==> config.mk <==
export PLATFORM = sky130hd
export DESIGN_NAME = flash_seq_top
export DESIGN_NICKNAME = d
export VERILOG_FILES = /design/src/rtl/flash_seq_pkg.sv /design/src/rtl/flash_seq_buf.sv /design/src/rtl/flash_seq_tmo.sv /design/src/rtl/flash_seq_ctrl.sv /design/src/rtl/flash_seq_top.sv
export SDC_FILE = /design/constraint.sdc
export NUM_CORES = 1
export LEC_CHECK = 0
export ABC_AREA = 1
export BUFFER_PORTS_ARGS = -buffer_cell sky130_fd_sc_hd__buf_2
export CAP_MARGIN = 20
export CORE_UTILIZATION = 50
export CTS_BUF_LIST = sky130_fd_sc_hd__clkbuf_4 sky130_fd_sc_hd__clkbuf_8
export DETAILED_ROUTE_END_ITERATION = 10
export PLACE_DENSITY = 0.72
export SYNTH_ARGS = -nofsm -noshare
export SYNTH_HDL_FRONTEND = slang
export SYNTH_SLANG_ARGS = --single-unit
==> constraint.sdc <==
create_clock -name clk -period 8.7 [get_ports clk]
set_input_delay 0.435 -clock clk [delete_from_list [all_inputs] [get_ports clk]]
set_output_delay 0.435 -clock clk [all_outputs]
set_load 0.01 [all_outputs]
==> src/rtl/flash_seq_pkg.sv <==
package flash_seq_pkg;
  localparam int OP_W = 4;

  typedef enum logic [2:0] {
    ST_IDLE, ST_DEC, ST_CMD, ST_ADR, ST_WAIT, ST_WR, ST_RD
  } seq_state_t;

  typedef enum logic [1:0] {ASRC_COL, ASRC_PAGE, ASRC_USER} asrc_t;

  localparam logic [OP_W-1:0] OP_END    = 4'h0;
  localparam logic [OP_W-1:0] OP_COL    = 4'h1;
  localparam logic [OP_W-1:0] OP_PAGE   = 4'h2;
  localparam logic [OP_W-1:0] OP_USER   = 4'h3;
  localparam logic [OP_W-1:0] OP_WRBUF  = 4'h8;
  localparam logic [OP_W-1:0] OP_WRHOLD = 4'h9;
  localparam logic [OP_W-1:0] OP_RDBUF  = 4'hA;
  localparam logic [OP_W-1:0] OP_RDHOLD = 4'hB;
  localparam logic [OP_W-1:0] OP_WCMD0  = 4'hC;
  localparam logic [OP_W-1:0] OP_WCMD1  = 4'hD;
  localparam logic [OP_W-1:0] OP_WRD    = 4'hE;
  localparam logic [OP_W-1:0] OP_RSV    = 4'hF;
endpackage

==> src/rtl/flash_seq_buf.sv <==
module flash_seq_buf #(
  parameter int DEPTH = 16,
  localparam int AW = $clog2(DEPTH)
) (
  input  logic          clk,
  input  logic          we,
  input  logic [AW-1:0] waddr,
  input  logic [7:0]    wdata,
  input  logic [AW-1:0] raddr_a,
  output logic [7:0]    rdata_a,
  input  logic [AW-1:0] raddr_b,
  output logic [7:0]    rdata_b
);
  logic [7:0] mem [DEPTH];

  always_ff @(posedge clk) begin
    if (we) mem[waddr] <= wdata;
  end

  assign rdata_a = mem[raddr_a];
  assign rdata_b = mem[raddr_b];
endmodule

==> src/rtl/flash_seq_tmo.sv <==
module flash_seq_tmo #(
  parameter int TW = 16
) (
  input  logic          clk,
  input  logic          rst_n,
  input  logic          run,
  input  logic [TW-1:0] lim,
  output logic          expire
);
  logic [TW-1:0] cnt;
  logic [TW:0]   nxt;

  always_ff @(posedge clk or negedge rst_n) begin
    if (!rst_n)             cnt <= '0;
    else if (!run)          cnt <= '0;
    else if (cnt != '1)     cnt <= cnt + TW'(1);
  end

  assign nxt    = {1'b0, cnt} + (TW+1)'(1);
  assign expire = run && (nxt >= {1'b0, lim});
endmodule

==> src/rtl/flash_seq_ctrl.sv <==
module flash_seq_ctrl
  import flash_seq_pkg::*;
#(
  parameter int SLOTS = 8,
  parameter int CW    = 12,
  parameter int AW    = 4,
  localparam int IW   = SLOTS * OP_W,
  localparam int SW   = $clog2(SLOTS)
) (
  input  logic          clk,
  input  logic          rst_n,
  input  logic          start,
  input  logic [IW-1:0] instr,
  input  logic [31:0]   cmd_word,
  input  logic [15:0]   col_addr,
  input  logic [23:0]   page_addr,
  input  logic [7:0]    user_addr,
  input  logic [CW-1:0] byte_cnt,
  input  logic          hold_two,
  input  logic [15:0]   hold_wr,
  input  logic          fl_rb,
  input  logic [7:0]    fl_din,
  input  logic          tmo_expire,
  input  logic [7:0]    buf_rdata,
  output logic          tmo_run,
  output logic [AW-1:0] buf_addr,
  output logic          buf_we,
  output logic [7:0]    buf_wdata,
  output logic          fl_cle,
  output logic          fl_ale,
  output logic          fl_we,
  output logic          fl_re,
  output logic [7:0]    fl_dout,
  output logic          busy,
  output logic          done,
  output logic          err_ill,
  output logic          err_to,
  output logic [15:0]   hold_rd
);
  seq_state_t      st;
  asrc_t           asrc;
  logic [IW-1:0]   ir;
  logic [SW-1:0]   slot;
  logic [CW-1:0]   idx, last;
  logic [1:0]      csel;
  logic            single, wcmd, adv, slot_last;
  logic [OP_W-1:0] op;

  assign op        = ir[IW-1 -: OP_W];
  assign slot_last = (slot == SW'(SLOTS-1));

  // a step finishes this cycle and the next slot (or the end) follows
  always_comb begin
    case (st)
      ST_DEC:  adv = (op == OP_WRBUF || op == OP_RDBUF) && (byte_cnt == '0);
      ST_CMD:  adv = 1'b1;
      ST_ADR, ST_WR, ST_RD: adv = (idx == last);
      ST_WAIT: adv = fl_rb && !wcmd && (byte_cnt == '0);
      default: adv = 1'b0;
    endcase
  end

  always_ff @(posedge clk or negedge rst_n) begin
    if (!rst_n) begin
      st <= ST_IDLE; ir <= '0; slot <= '0; idx <= '0; last <= '0;
      csel <= '0; asrc <= ASRC_COL; single <= 1'b0; wcmd <= 1'b0;
      done <= 1'b0; err_ill <= 1'b0; err_to <= 1'b0;
    end else if (st == ST_IDLE) begin
      if (start) begin
        ir <= instr; slot <= '0; done <= 1'b0;
        err_ill <= 1'b0; err_to <= 1'b0; st <= ST_DEC;
      end
    end else if (adv) begin
      ir   <= ir << OP_W;
      slot <= slot + SW'(1);
      idx  <= '0;
      if (slot_last) begin st <= ST_IDLE; done <= 1'b1; end
      else st <= ST_DEC;
    end else begin
      case (st)
        ST_DEC: begin
          idx <= '0;
          case (op)
            OP_END: begin st <= ST_IDLE; done <= 1'b1; end
            OP_RSV: begin st <= ST_IDLE; done <= 1'b1; err_ill <= 1'b1; end
            4'h4, 4'h5, 4'h6, 4'h7: begin csel <= op[1:0]; st <= ST_CMD; end
            OP_WCMD0, OP_WCMD1: begin
              csel <= {1'b0, op[0]}; wcmd <= 1'b1; st <= ST_WAIT;
            end
            OP_WRD:  begin wcmd <= 1'b0; single <= 1'b0; st <= ST_WAIT; end
            OP_COL:  begin asrc <= ASRC_COL;  last <= CW'(1); st <= ST_ADR; end
            OP_PAGE: begin asrc <= ASRC_PAGE; last <= CW'(2); st <= ST_ADR; end
            OP_USER: begin asrc <= ASRC_USER; last <= '0;     st <= ST_ADR; end
            OP_WRBUF: begin single <= 1'b0; last <= byte_cnt - CW'(1); st <= ST_WR; end
            OP_RDBUF: begin single <= 1'b0; last <= byte_cnt - CW'(1); st <= ST_RD; end
            OP_WRHOLD: begin single <= 1'b1; last <= CW'(hold_two); st <= ST_WR; end
            OP_RDHOLD: begin single <= 1'b1; last <= CW'(hold_two); st <= ST_RD; end
            default: ;
          endcase
        end
        ST_WAIT: begin
          if (fl_rb) begin
            if (wcmd) st <= ST_CMD;
            else begin last <= byte_cnt - CW'(1); st <= ST_RD; end
          end else if (tmo_expire) begin
            st <= ST_IDLE; done <= 1'b1; err_to <= 1'b1;
          end
        end
        ST_ADR, ST_WR, ST_RD: idx <= idx + CW'(1);
        default: ;
      endcase
    end
  end

  // single-data read capture runs beside the step control
  always_ff @(posedge clk or negedge rst_n) begin
    if (!rst_n) hold_rd <= '0;
    else if (st == ST_RD && single) hold_rd[{idx[0], 3'b000} +: 8] <= fl_din;
  end

  always_comb begin
    case (st)
      ST_CMD: fl_dout = cmd_word[{~csel, 3'b000} +: 8];
      ST_ADR: begin
        case (asrc)
          ASRC_COL:  fl_dout = col_addr[{idx[0], 3'b000} +: 8];
          ASRC_PAGE: fl_dout = page_addr[{idx[1:0], 3'b000} +: 8];
          default:   fl_dout = user_addr;
        endcase
      end
      ST_WR:   fl_dout = single ? hold_wr[{idx[0], 3'b000} +: 8] : buf_rdata;
      default: fl_dout = 8'h00;
    endcase
  end

  assign fl_cle    = (st == ST_CMD);
  assign fl_ale    = (st == ST_ADR);
  assign fl_we     = (st == ST_CMD) || (st == ST_ADR) || (st == ST_WR);
  assign fl_re     = (st == ST_RD);
  assign busy      = (st != ST_IDLE);
  assign tmo_run   = (st == ST_WAIT) && !fl_rb;
  assign buf_addr  = idx[AW-1:0];
  assign buf_we    = (st == ST_RD) && !single;
  assign buf_wdata = fl_din;
endmodule

==> src/rtl/flash_seq_top.sv <==
module flash_seq_top #(
  parameter int SLOTS     = 8,
  parameter int CNT_W     = 12,
  parameter int BUF_DEPTH = 16,
  parameter int TMO_W     = 16,
  localparam int IW = SLOTS * flash_seq_pkg::OP_W,
  localparam int AW = $clog2(BUF_DEPTH)
) (
  input  logic             clk,
  input  logic             rst_n,
  input  logic             start,
  input  logic [IW-1:0]    instr,
  input  logic [31:0]      cmd_word,
  input  logic [15:0]      col_addr,
  input  logic [23:0]      page_addr,
  input  logic [7:0]       user_addr,
  input  logic [CNT_W-1:0] byte_cnt,
  input  logic             hold_two,
  input  logic [15:0]      hold_wr,
  input  logic [TMO_W-1:0] tmo_lim,
  input  logic             host_buf_we,
  input  logic [AW-1:0]    host_buf_waddr,
  input  logic [7:0]       host_buf_wdata,
  input  logic [AW-1:0]    host_buf_raddr,
  output logic [7:0]       host_buf_rdata,
  output logic             fl_cle,
  output logic             fl_ale,
  output logic             fl_we,
  output logic             fl_re,
  output logic [7:0]       fl_dout,
  input  logic [7:0]       fl_din,
  input  logic             fl_rb,
  output logic             busy,
  output logic             done,
  output logic             err_ill,
  output logic             err_to,
  output logic [15:0]      hold_rd
);
  logic          tmo_run, tmo_expire, seq_we, mem_we;
  logic [AW-1:0] seq_addr, mem_waddr;
  logic [7:0]    seq_wdata, seq_rdata, mem_wdata;

  // the sequencer owns the buffer while running; host writes need idle
  assign mem_we    = seq_we || (host_buf_we && !busy);
  assign mem_waddr = seq_we ? seq_addr  : host_buf_waddr;
  assign mem_wdata = seq_we ? seq_wdata : host_buf_wdata;

  flash_seq_buf #(.DEPTH(BUF_DEPTH)) u_buf (
    .clk(clk), .we(mem_we), .waddr(mem_waddr), .wdata(mem_wdata),
    .raddr_a(seq_addr), .rdata_a(seq_rdata),
    .raddr_b(host_buf_raddr), .rdata_b(host_buf_rdata)
  );

  flash_seq_tmo #(.TW(TMO_W)) u_tmo (
    .clk(clk), .rst_n(rst_n), .run(tmo_run), .lim(tmo_lim), .expire(tmo_expire)
  );

  flash_seq_ctrl #(.SLOTS(SLOTS), .CW(CNT_W), .AW(AW)) u_ctrl (
    .clk(clk), .rst_n(rst_n), .start(start), .instr(instr),
    .cmd_word(cmd_word), .col_addr(col_addr), .page_addr(page_addr),
    .user_addr(user_addr), .byte_cnt(byte_cnt), .hold_two(hold_two),
    .hold_wr(hold_wr), .fl_rb(fl_rb), .fl_din(fl_din),
    .tmo_expire(tmo_expire), .buf_rdata(seq_rdata), .tmo_run(tmo_run),
    .buf_addr(seq_addr), .buf_we(seq_we), .buf_wdata(seq_wdata),
    .fl_cle(fl_cle), .fl_ale(fl_ale), .fl_we(fl_we), .fl_re(fl_re),
    .fl_dout(fl_dout), .busy(busy), .done(done), .err_ill(err_ill),
    .err_to(err_to), .hold_rd(hold_rd)
  );
endmodule

==> results of run 1 <==
==> through the flow <==
| step | setup slack, ps | std cells |
|---|---|---|
| final | 4167 | 2131 |
| after global placement | 4992 | 2058 |
| after global routing | 4032 | 2131 |
| after detailed placement | 4858 | 2058 |
| after CTS | 4245 | 2128 |
| after floorplan | 5722 | 1564 |
==> cells in the mapped netlist, types with 3 or more instances <==
library cell,instances,area share [%]
sky130_fd_sc_hd__o2111ai_1,8,0.53
sky130_fd_sc_hd__dfrtp_1,103,20
sky130_fd_sc_hd__nand3_1,87,3.3
sky130_fd_sc_hd__o21ai_0,181,6.9
sky130_fd_sc_hd__o211ai_1,54,3.1
sky130_fd_sc_hd__xnor2_1,4,0.27
sky130_fd_sc_hd__xor2_1,24,1.6
sky130_fd_sc_hd__a31oi_1,23,1.1
sky130_fd_sc_hd__nor3_1,8,0.30
sky130_fd_sc_hd__buf_6,3,0.26
sky130_fd_sc_hd__and2_1,3,0.14
sky130_fd_sc_hd__inv_2,5,0.14
sky130_fd_sc_hd__buf_2,12,0.46
sky130_fd_sc_hd__nand3_2,8,0.61
sky130_fd_sc_hd__inv_1,173,4.9
sky130_fd_sc_hd__clkbuf_1,61,1.7
sky130_fd_sc_hd__ha_1,21,2.0
sky130_fd_sc_hd__nand4_1,15,0.71
sky130_fd_sc_hd__o21ai_1,8,0.30
sky130_fd_sc_hd__mux2i_1,19,1.4
sky130_fd_sc_hd__nand2_1,342,9.8
sky130_fd_sc_hd__clkinv_1,4,0.11
sky130_fd_sc_hd__a221oi_1,13,0.87
sky130_fd_sc_hd__a21oi_1,83,3.2
sky130_fd_sc_hd__a22oi_1,6,0.34
sky130_fd_sc_hd__o21ai_2,12,0.80
sky130_fd_sc_hd__nor2_4,3,0.26
sky130_fd_sc_hd__o32ai_1,3,0.20
sky130_fd_sc_hd__nor2_1,115,3.3
sky130_fd_sc_hd__edfxtp_1,128,29
sky130_fd_sc_hd__o221ai_1,10,0.67
==> cells by family after synthesis <==
| kind of cell | after synthesis | synth area share [%] |
|---|---|---|
| compound gates | 410 | 18.60 |
| xor+xnor | 28 | 1.868 |
| fa+ha+maj | 21 | 2.001 |
| buf+inv | 262 | 7.814 |
| flops | 231 | 48.90 |
| mux | 19 | 1.448 |
| simple gates | 593 | 19.36 |
==> what timing repair did <==
action                                 CTS  global route
setup endpoints to repair                0             0
hold buffers                             1             0
buffers inserted                         0             0
endpoints found under the hold margin   36             0
==> flip-flops by register name (all words and copies together) (netlist names) <==
| name | count |
|---|---|
| u_ctrl.csel | 2 |
| u_ctrl.hold_rd | 16 |
| u_ctrl.slot | 3 |
| u_ctrl.ir | 32 |
| u_ctrl.idx | 12 |
| u_ctrl.asrc | 2 |
| u_ctrl.done | 1 |
| u_ctrl.last | 12 |
| u_ctrl.wcmd | 1 |
| u_tmo.cnt | 16 |
| u_ctrl.err_ill | 1 |
| u_buf.mem | 128 |
| u_ctrl.err_to | 1 |
| u_ctrl.single | 1 |
| u_ctrl.st | 3 |
==> power by group <==
group | switching (mW) | internal (mW)
clock | 0.437 | 0.544
sequential | 0.135 | 1.35
combinational | 1.05 | 0.514
total | 1.62 | 2.41
==> worst max-delay path by stage <==
stage                        from      endpoint  slack [ps]  cells after the start
finish              u_ctrl.idx[0]    fl_dout[6]        4170                     10
global route        u_ctrl.idx[0]    fl_dout[6]        4030                     10
CTS                 u_ctrl.idx[0]    fl_dout[6]        4240                     10
detailed placement  u_ctrl.idx[0]    fl_dout[6]        4860                     10
global placement    u_ctrl.idx[0]    fl_dout[6]        4990                     10
floorplan            u_tmo.cnt[0]  u_ctrl.st[0]        5720                     21
==> critical path, delay by kind of cell, from the launching register on <==
kind | cells | cell delay (ps)
compound gates | 4 | 950
simple gates | 3 | 870
flops | 1 | 440
buf+inv | 3 | 1270
==> metal layers <==
| layer | global-route usage (%) | wire (microns) | vias up |
|---|---|---|---|
| li1 | - | - | 5791 |
| met1 | 41.37 | 16700 | 5704 |
| met2 | 45.97 | 17810 | 570 |
| met3 | 4.773 | 3125 | 92 |
| met4 | 10.86 | 1132 | 2 |
| met5 | 0 | 14 | - |
==> final cells by class <==
cell class / count / area (sq um) / area share (%)
diodes: 1 / 2.502 / 0.01634
clock buffers: 58 / 698.2 / 4.559
clock inverters: 11 / 80.08 / 0.5229
inverters: 184 / 695.7 / 4.543
multi-input cells: 1071 / 5685 / 37.13
flip-flops and latches: 231 / 6422 / 41.94
well taps: 330 / 412.9 / 2.696
repair buffers: 245 / 1316 / 8.595
==> PnR_summary.wiki, run 1 <==
{| class="wikitable"
! Metric !! Value
|-
| H-Tree Depth || 2
|-
| Initial core utilization || 51.55%
|-
| Unrepaired setup endpoints after global routing || false
|-
| Total via count in the routed design || roughly 12000
|-
| Critical Path Start Type || flop
|-
| Cell Area, Placed || 0.01448 sq mm
|-
| Arrival time at the worst endpoint || between 4000 and 5000 ps
|-
| Class of the most critical setup path || flop to primary output
|-
| Worst reg-to-reg path cell count || 18
|-
| Height of the chip || around 160 microns
|-
| Routed wirelength normalized by instance count || 18.20 microns
|-
| Synth Net Count || about 1800
|-
| Die area || roughly 0.027 sq mm
|-
| Part of the Yosys area used for sequential elements || between 40% and 50%
|-
| Detailed-route vias per instance || 5.706
|-
| Worst Path Required || around 8300 ps
|-
| Clock latency on the worst-skew pair || between 500 and 600 ps
|-
| Total congestion overflow after global routing || 0
|-
| Number of warnings printed during yosys synthesis || 0
|-
| Endpoint, Worst Hold || u_ctrl.ir[3]
|-
| Largest net degree at the start of global routing || 85
|-
| Post-route DRC || 0
|-
| Commonest non-fill, non-tap cell in the layout || sky130_fd_sc_hd__nand2_1
|-
| Max rail drop VDD || ~170 uV
|-
| Capturing point of the worst reg2reg path || u_ctrl.st[0]
|-
| Fraction of layout cells with a size suffix above 1 || between 15 and 20%
|-
| Average instance area after synthesis || approximately 8.4 sq um
|-
| Number of setup violations in the final report || 0
|-
| Clock slew at reported path FFs || 60 ps
|-
| Count of mapped cells out of synthesis || 1564
|-
| First-pass GRT wire length || slightly above 60000 microns
|-
| Port bufs || approximately 230
|-
| Number of stages on the worst hold path || 3
|-
| Number of filler cells placed in the layout || between 2000 and 2500
|-
| Total number of placement rows || a little under 60
|-
| Cts bufs inserted || 39
|-
| Syn-to-layout area delta || 16.63%
|-
| Detailed Routing Iterations Pass 1 || 6
|-
| Slew at the pin with the worst max-slew slack || ~1000 ps
|-
| Initial antenna violation count || 2
|-
| Library cell contributing the largest single delay on the critical path || sky130_fd_sc_hd__clkinv_1
|-
| Leading cell types in the layout, fill and taps excluded || sky130_fd_sc_hd__nand2_1 (342), sky130_fd_sc_hd__buf_2 (223), sky130_fd_sc_hd__o21ai_0 (181)
|-
| Origin of the worst min-delay path || instr[3]
|-
| Most used flip-flop cell after synthesis || sky130_fd_sc_hd__edfxtp_1
|-
| Top cell by count, worst path || sky130_fd_sc_hd__nand2_1
|-
| Detailed placement HPWL || between 20000 and 30000 microns
|-
| DRC violation total after the first TritonRoute iteration || ~1100
|-
| Die Span X || 164.1 microns
|-
| Cells traversed along the worst timing path || buf_4 -> nand2_1 -> clkinv_1 -> a22oi_1 -> o21ai_0 -> nand2_1 -> a21oi_1 -> o31ai_1 -> nand2_1 -> buf_2
|-
| Vias in the first global route || approximately 11000
|-
| Post-cts resize count || 0
|-
| Critical R2R Launch || u_tmo.cnt[0]
|-
| Final Power || between 4 and 5 mW
|-
| Power per standard cell area || roughly 260 mW/mm^2
|-
| Share of the clock period used by the worst path || 52.10%
|-
| Clk Tree Root Cell || sky130_fd_sc_hd__clkbuf_8
|-
| GP Congestion || approximately 0.94
|-
| Combined area of all synthesized cells || about 0.013 sq mm
|-
| Layout Cell Area excl Fill || around 0.015 sq mm
|-
| Net count of the finished layout || between 1500 and 2000
|-
| Clock tree from TritonCTS || done
|-
| Minimum clock period || between 4000 and 5000 ps
|-
| Wire length after detailed routing || approximately 39000 microns
|-
| Max-Cap Viols || 0
|-
| Number of enable flip-flop cells after synthesis || between 100 and 150
|-
| Final Hold Fails || 0
|-
| Post-Route Hold Slack || ~110 ps
|-
| Number of clock sinks || around 230
|-
| Worst Path Max Fanout || 84
|-
| CP Capture Type || primary output
|-
| Delay contributed by the slowest stage of the critical path || 710 ps
|-
| Combined global-route utilization of all metal layers || 29.47%
|-
| Placeable core region || roughly 0.025 sq mm
|-
| Leakage power total || ~6.9 nW
|-
| Fin Setup TNS || 0 ps
|-
| I/O pin count || 226
|-
| Pins Over Slew Limit || 0
|-
| Highest attainable clock frequency || around 220 MHz
|-
| Post-Route Skew || 36.54 ps
|-
| Relative max-transition margin || 30.72%
|-
| Result of the run || finished, final reports clean
|-
| Distinct cell type count of the synthesized netlist || 51
|-
| Total of flip-flops plus latches after synthesis || between 200 and 250
|-
| Hold crit path type || input port to flop
|-
| Core Util, Final || between 60% and 70%
|-
| FF-to-FF setup slack || ~5100 ps
|-
| Share of flip-flops with an asynchronous set or reset || between 40 and 50%
|-
| Antenna viol nets, final || 0
|-
| Maximum buffer depth of the clock tree || 3
|}
Note: power is estimated with default switching activity, not from simulation.
==> run 2, diff against run 1 <==
==> constraint.sdc (replaced) <==
create_clock -name clk -period 4.45 [get_ports clk]
set_input_delay 0.2225 -clock clk [delete_from_list [all_inputs] [get_ports clk]]
set_output_delay 0.2225 -clock clk [all_outputs]
set_load 0.01 [all_outputs]
==> PnR_summary.wiki, run 2 (same netlist as run 1, synthesis figures left out) <==
{| class="wikitable"
! Metric !! Value
|-
| End point of the critical path || fl_dout[0]
|-
| Largest registers || u_buf.mem x128, u_ctrl.ir x32
|-
| First-pass GRT wire length || 61870 microns (+1.5%)
|-
| Library cell contributing the largest single delay on the critical path || sky130_fd_sc_hd__inv_1
|-
| Family of cells with the greatest summed delay on the critical path || buffers and inverters
|-
| Class of the most critical setup path || flop to primary output
|-
| Critical R2R Launch || u_tmo.cnt[0]
|-
| Port bufs || 225 (unchanged)
|-
| Origin of the worst min-delay path || fl_din[2]
|-
| Total via count in the routed design || 12340 (+1.5%)
|-
| Post-Route Skew || 35.15 ps (-1.394 ps)
|-
| H-Tree Depth || 2 (unchanged)
|-
| Wire length after detailed routing || 40000 microns (+3.1%)
|-
| Routed wirelength normalized by instance count || 18.43 microns (+1.2%)
|-
| Number of clock sinks || 231 (unchanged)
|-
| Stages on worst setup path || 11 (+1)
|-
| Post-route DRC || 0 (unchanged)
|-
| Switching Share || 40.74% (+0.48 points)
|-
| Cts bufs inserted || 38 (-2.6%)
|-
| Total number of placement rows || 58 (unchanged)
|-
| Net count of the finished layout || 2020 (+2.1%)
|-
| Detailed-route vias per instance || 5.685 (-0.36%)
|-
| Number of setup violations in the final report || 0 (unchanged)
|-
| Core Util, Final || 61.52% (+1.4 points)
|-
| Cells traversed along the worst timing path || buf_4 -> nand2_1 -> inv_1 -> buf_4 -> a221oi_1 -> o21ai_0 -> nand3_1 -> nand3_1 -> nand2_1 -> nand3_1 -> buf_2
|-
| Share of the clock period used by the worst path || 77.87%
|-
| Max-Cap Viols || 0 (unchanged)
|-
| Minimum clock period || roughly 3500 ps
|-
| Leakage power total || 7.047 nW (+2.3%)
|-
| Critical Path Start Type || flop
|-
| Combined global-route utilization of all metal layers || 30.11% (+0.64 points)
|-
| Relative max-transition margin || 29.91% (-0.81 points)
|-
| Final setup slack of the worst path || 984.7 ps (-3182 ps)
|-
| Height of the chip || 164.1 microns (unchanged)
|-
| Max rail drop VDD || 342.0 uV (+100%)
|-
| CP Capture Type || primary output
|-
| Number of setup buffers added after CTS || 0 (unchanged)
|-
| Worst Path Max Fanout || 19 (-77%)
|-
| Pins Over Slew Limit || 0 (unchanged)
|-
| Setup Slack @ Placement || 1084 ps (-3774 ps)
|-
| DRC violation total after the first TritonRoute iteration || 1272 (+11%)
|-
| Number of filler cells placed in the layout || 2192 (-2.7%)
|-
| Count of antenna diodes in the layout || 0 (-1)
|-
| Power share of the clock group || 23.4% (-1.0 points)
|-
| GP Congestion || 0.9525 (+0.80%)
|-
| Initial core utilization || 51.55% (unchanged)
|-
| Internal power || 4.614 mW (+92%)
|-
| Leading cell types in the layout, fill and taps excluded || sky130_fd_sc_hd__nand2_1 (342), sky130_fd_sc_hd__buf_2 (223), sky130_fd_sc_hd__o21ai_0 (181)
|-
| Unrepaired setup endpoints after global routing || false
|-
| Worst setup startpoint || u_ctrl.idx[1]
|-
| Power spent charging and discharging nets || 3.172 mW (+96%)
|-
| Clk Tree Root Cell || sky130_fd_sc_hd__clkbuf_8
|-
| Worst Path Required || 4230 ps (-4040 ps)
|-
| Placeable core region || 0.02547 sq mm (unchanged)
|-
| Post-Route Hold Slack || 19.35 ps (-89.54 ps)
|-
| Total congestion overflow after global routing || 0 (unchanged)
|-
| Slew at the pin with the worst max-slew slack || 1051 ps (+15.95 ps)
|-
| FF-to-FF setup slack || 1040 ps (-4090 ps)
|-
| Sum of buffers and inverters on the critical path || 4 (+1)
|-
| Clock slew at reported path FFs || 60 ps (about the same)
|-
| Largest register FFs || 128 (unchanged)
|-
| Biggest register || u_buf.mem
|-
| Commonest non-fill, non-tap cell in the layout || sky130_fd_sc_hd__nand2_1
|-
| Fin Setup TNS || 0 ps (unchanged)
|-
| I/O pin count || 226 (unchanged)
|-
| Highest attainable clock frequency || between 200 and 300 MHz
|-
| Delay contributed by the slowest stage of the critical path || 630 ps (-80 ps)
|-
| Fraction of power consumed by combinational cells || 39.2% (+0.4 points)
|-
| Fraction of layout cells with a size suffix above 1 || 19.34% (-0.27 points)
|-
| Relative contribution of sequential cells to total power || 37.4% (+0.6 points)
|-
| Detailed Routing Iterations Pass 1 || 5 (-1)
|-
| Detailed placement HPWL || 27330 microns (-0.11%)
|-
| Final Hold Fails || 0 (unchanged)
|-
| Arrival time at the worst endpoint || 3240 ps (-860 ps)
|-
| Capturing point of the worst reg2reg path || u_ctrl.st[2]
|-
| Vias in the first global route || 11560 (+1.0%)
|-
| Antenna viol nets, final || 0 (unchanged)
|-
| Worst reg-to-reg path cell count || 18 (unchanged)
|-
| Initial antenna violation count || 0 (-2)
|-
| Maximum buffer depth of the clock tree || 3 (unchanged)
|-
| Power per standard cell area || 496.9 mW/mm^2 (+89%)
|-
| Die Span X || 164.1 microns (unchanged)
|-
| Clock tree from TritonCTS || done
|-
| Result of the run || finished, final reports clean
|-
| Largest net degree at the start of global routing || 110 (+29%)
|-
| Top cell by count, worst path || sky130_fd_sc_hd__nand3_1
|-
| Hold crit path type || input port to flop
|-
| Die area || 0.02691 sq mm (unchanged)
|-
| Syn-to-layout area delta || 19.34%
|-
| Clock latency on the worst-skew pair || 550 ps (about the same)
|}
## run 2: cell count changes in the layout (fill, tap and decap cells not counted)
cell                            change
sky130_fd_sc_hd__clkinv_2           +3
sky130_fd_sc_hd__buf_12             -1
sky130_fd_sc_hd__clkbuf_4           -2
sky130_fd_sc_hd__inv_6              -1
sky130_fd_sc_hd__bufinv_16          -1
sky130_fd_sc_hd__dlygate4sd3_1     +38
sky130_fd_sc_hd__buf_4              +5
sky130_fd_sc_hd__diode_2            -1
## run 2: timing repair
item                                    CTS  global route
gates resized for setup                   0             0
endpoints found under the hold margin   109             0
endpoints found under the setup margin    0             0
hold buffers                             39             0
## run 2: worst register-to-register path: cells and delay by family (launching register included)
| family | cells | cell delay (ps) |
|---|---|---|
| flops | 1 | 410 |
| fa+ha+maj | 1 | 290 |
| xor+xnor | 1 | 180 |
| simple gates | 11 | 1810 |
| buf+inv | 3 | 170 |
| compound gates | 2 | 420 |
## run 2: worst min-delay path by stage
stage                    endpoint  slack, ps  depth (start not counted)
2_1_floorplan      u_ctrl.asrc[0]        -70                          0
3_3_place_gp         u_ctrl.ir[2]        390                          1
3_5_place_dp         u_ctrl.ir[2]        390                          1
4_1_cts        u_ctrl.hold_rd[10]          2                          3
5_1_grt            u_ctrl.last[6]         20                          4
6_report       u_ctrl.hold_rd[10]         20                          3
## run 2: metal layers
layer  global-route usage (%)  vias up  wire length, microns
li1                         -     5863                     -
met1                    42.71     5726                 17110
met2                    45.84      666                 17730
met3                    5.631       88                  3894
met4                    11.32        0                  1270
met5                        0        -                     0
## run 2: power by group through the flow
stage | combinational, mW | clock [mW] | sequential, mW
floorplan | 2.13 | 0 | 2.87
finish | 3.05 | 1.82 | 2.91
global placement | 2.90 | 0 | 2.93
detailed placement | 2.97 | 0 | 2.94
CTS | 3.01 | 1.85 | 2.90
global route | 3.37 | 1.94 | 2.95
## run 2: cell type report
class                           count  area [sq um]  share of cell area, %
Sequential cell                   231          6422                  40.99
Tap cell                          330         412.9                  2.635
Inverter                          184         695.7                  4.439
Clock buffer                       56         683.2                  4.360
Clock inverter                     12         56.30                 0.3593
Multi-Input combinational cell   1071          5685                  36.28
Timing Repair Buffer              287          1714                  10.94
## run 2: metrics by stage
step | cell area, sq um | instances | power [mW]
global placement | 14510 | 2063 | 5.823
finish | 15670 | 2171 | 7.786
floorplan | 13130 | 1564 | 4.995
CTS | 15640 | 2170 | 7.756
detailed placement | 14510 | 2063 | 5.905
global route | 15670 | 2171 | 8.264
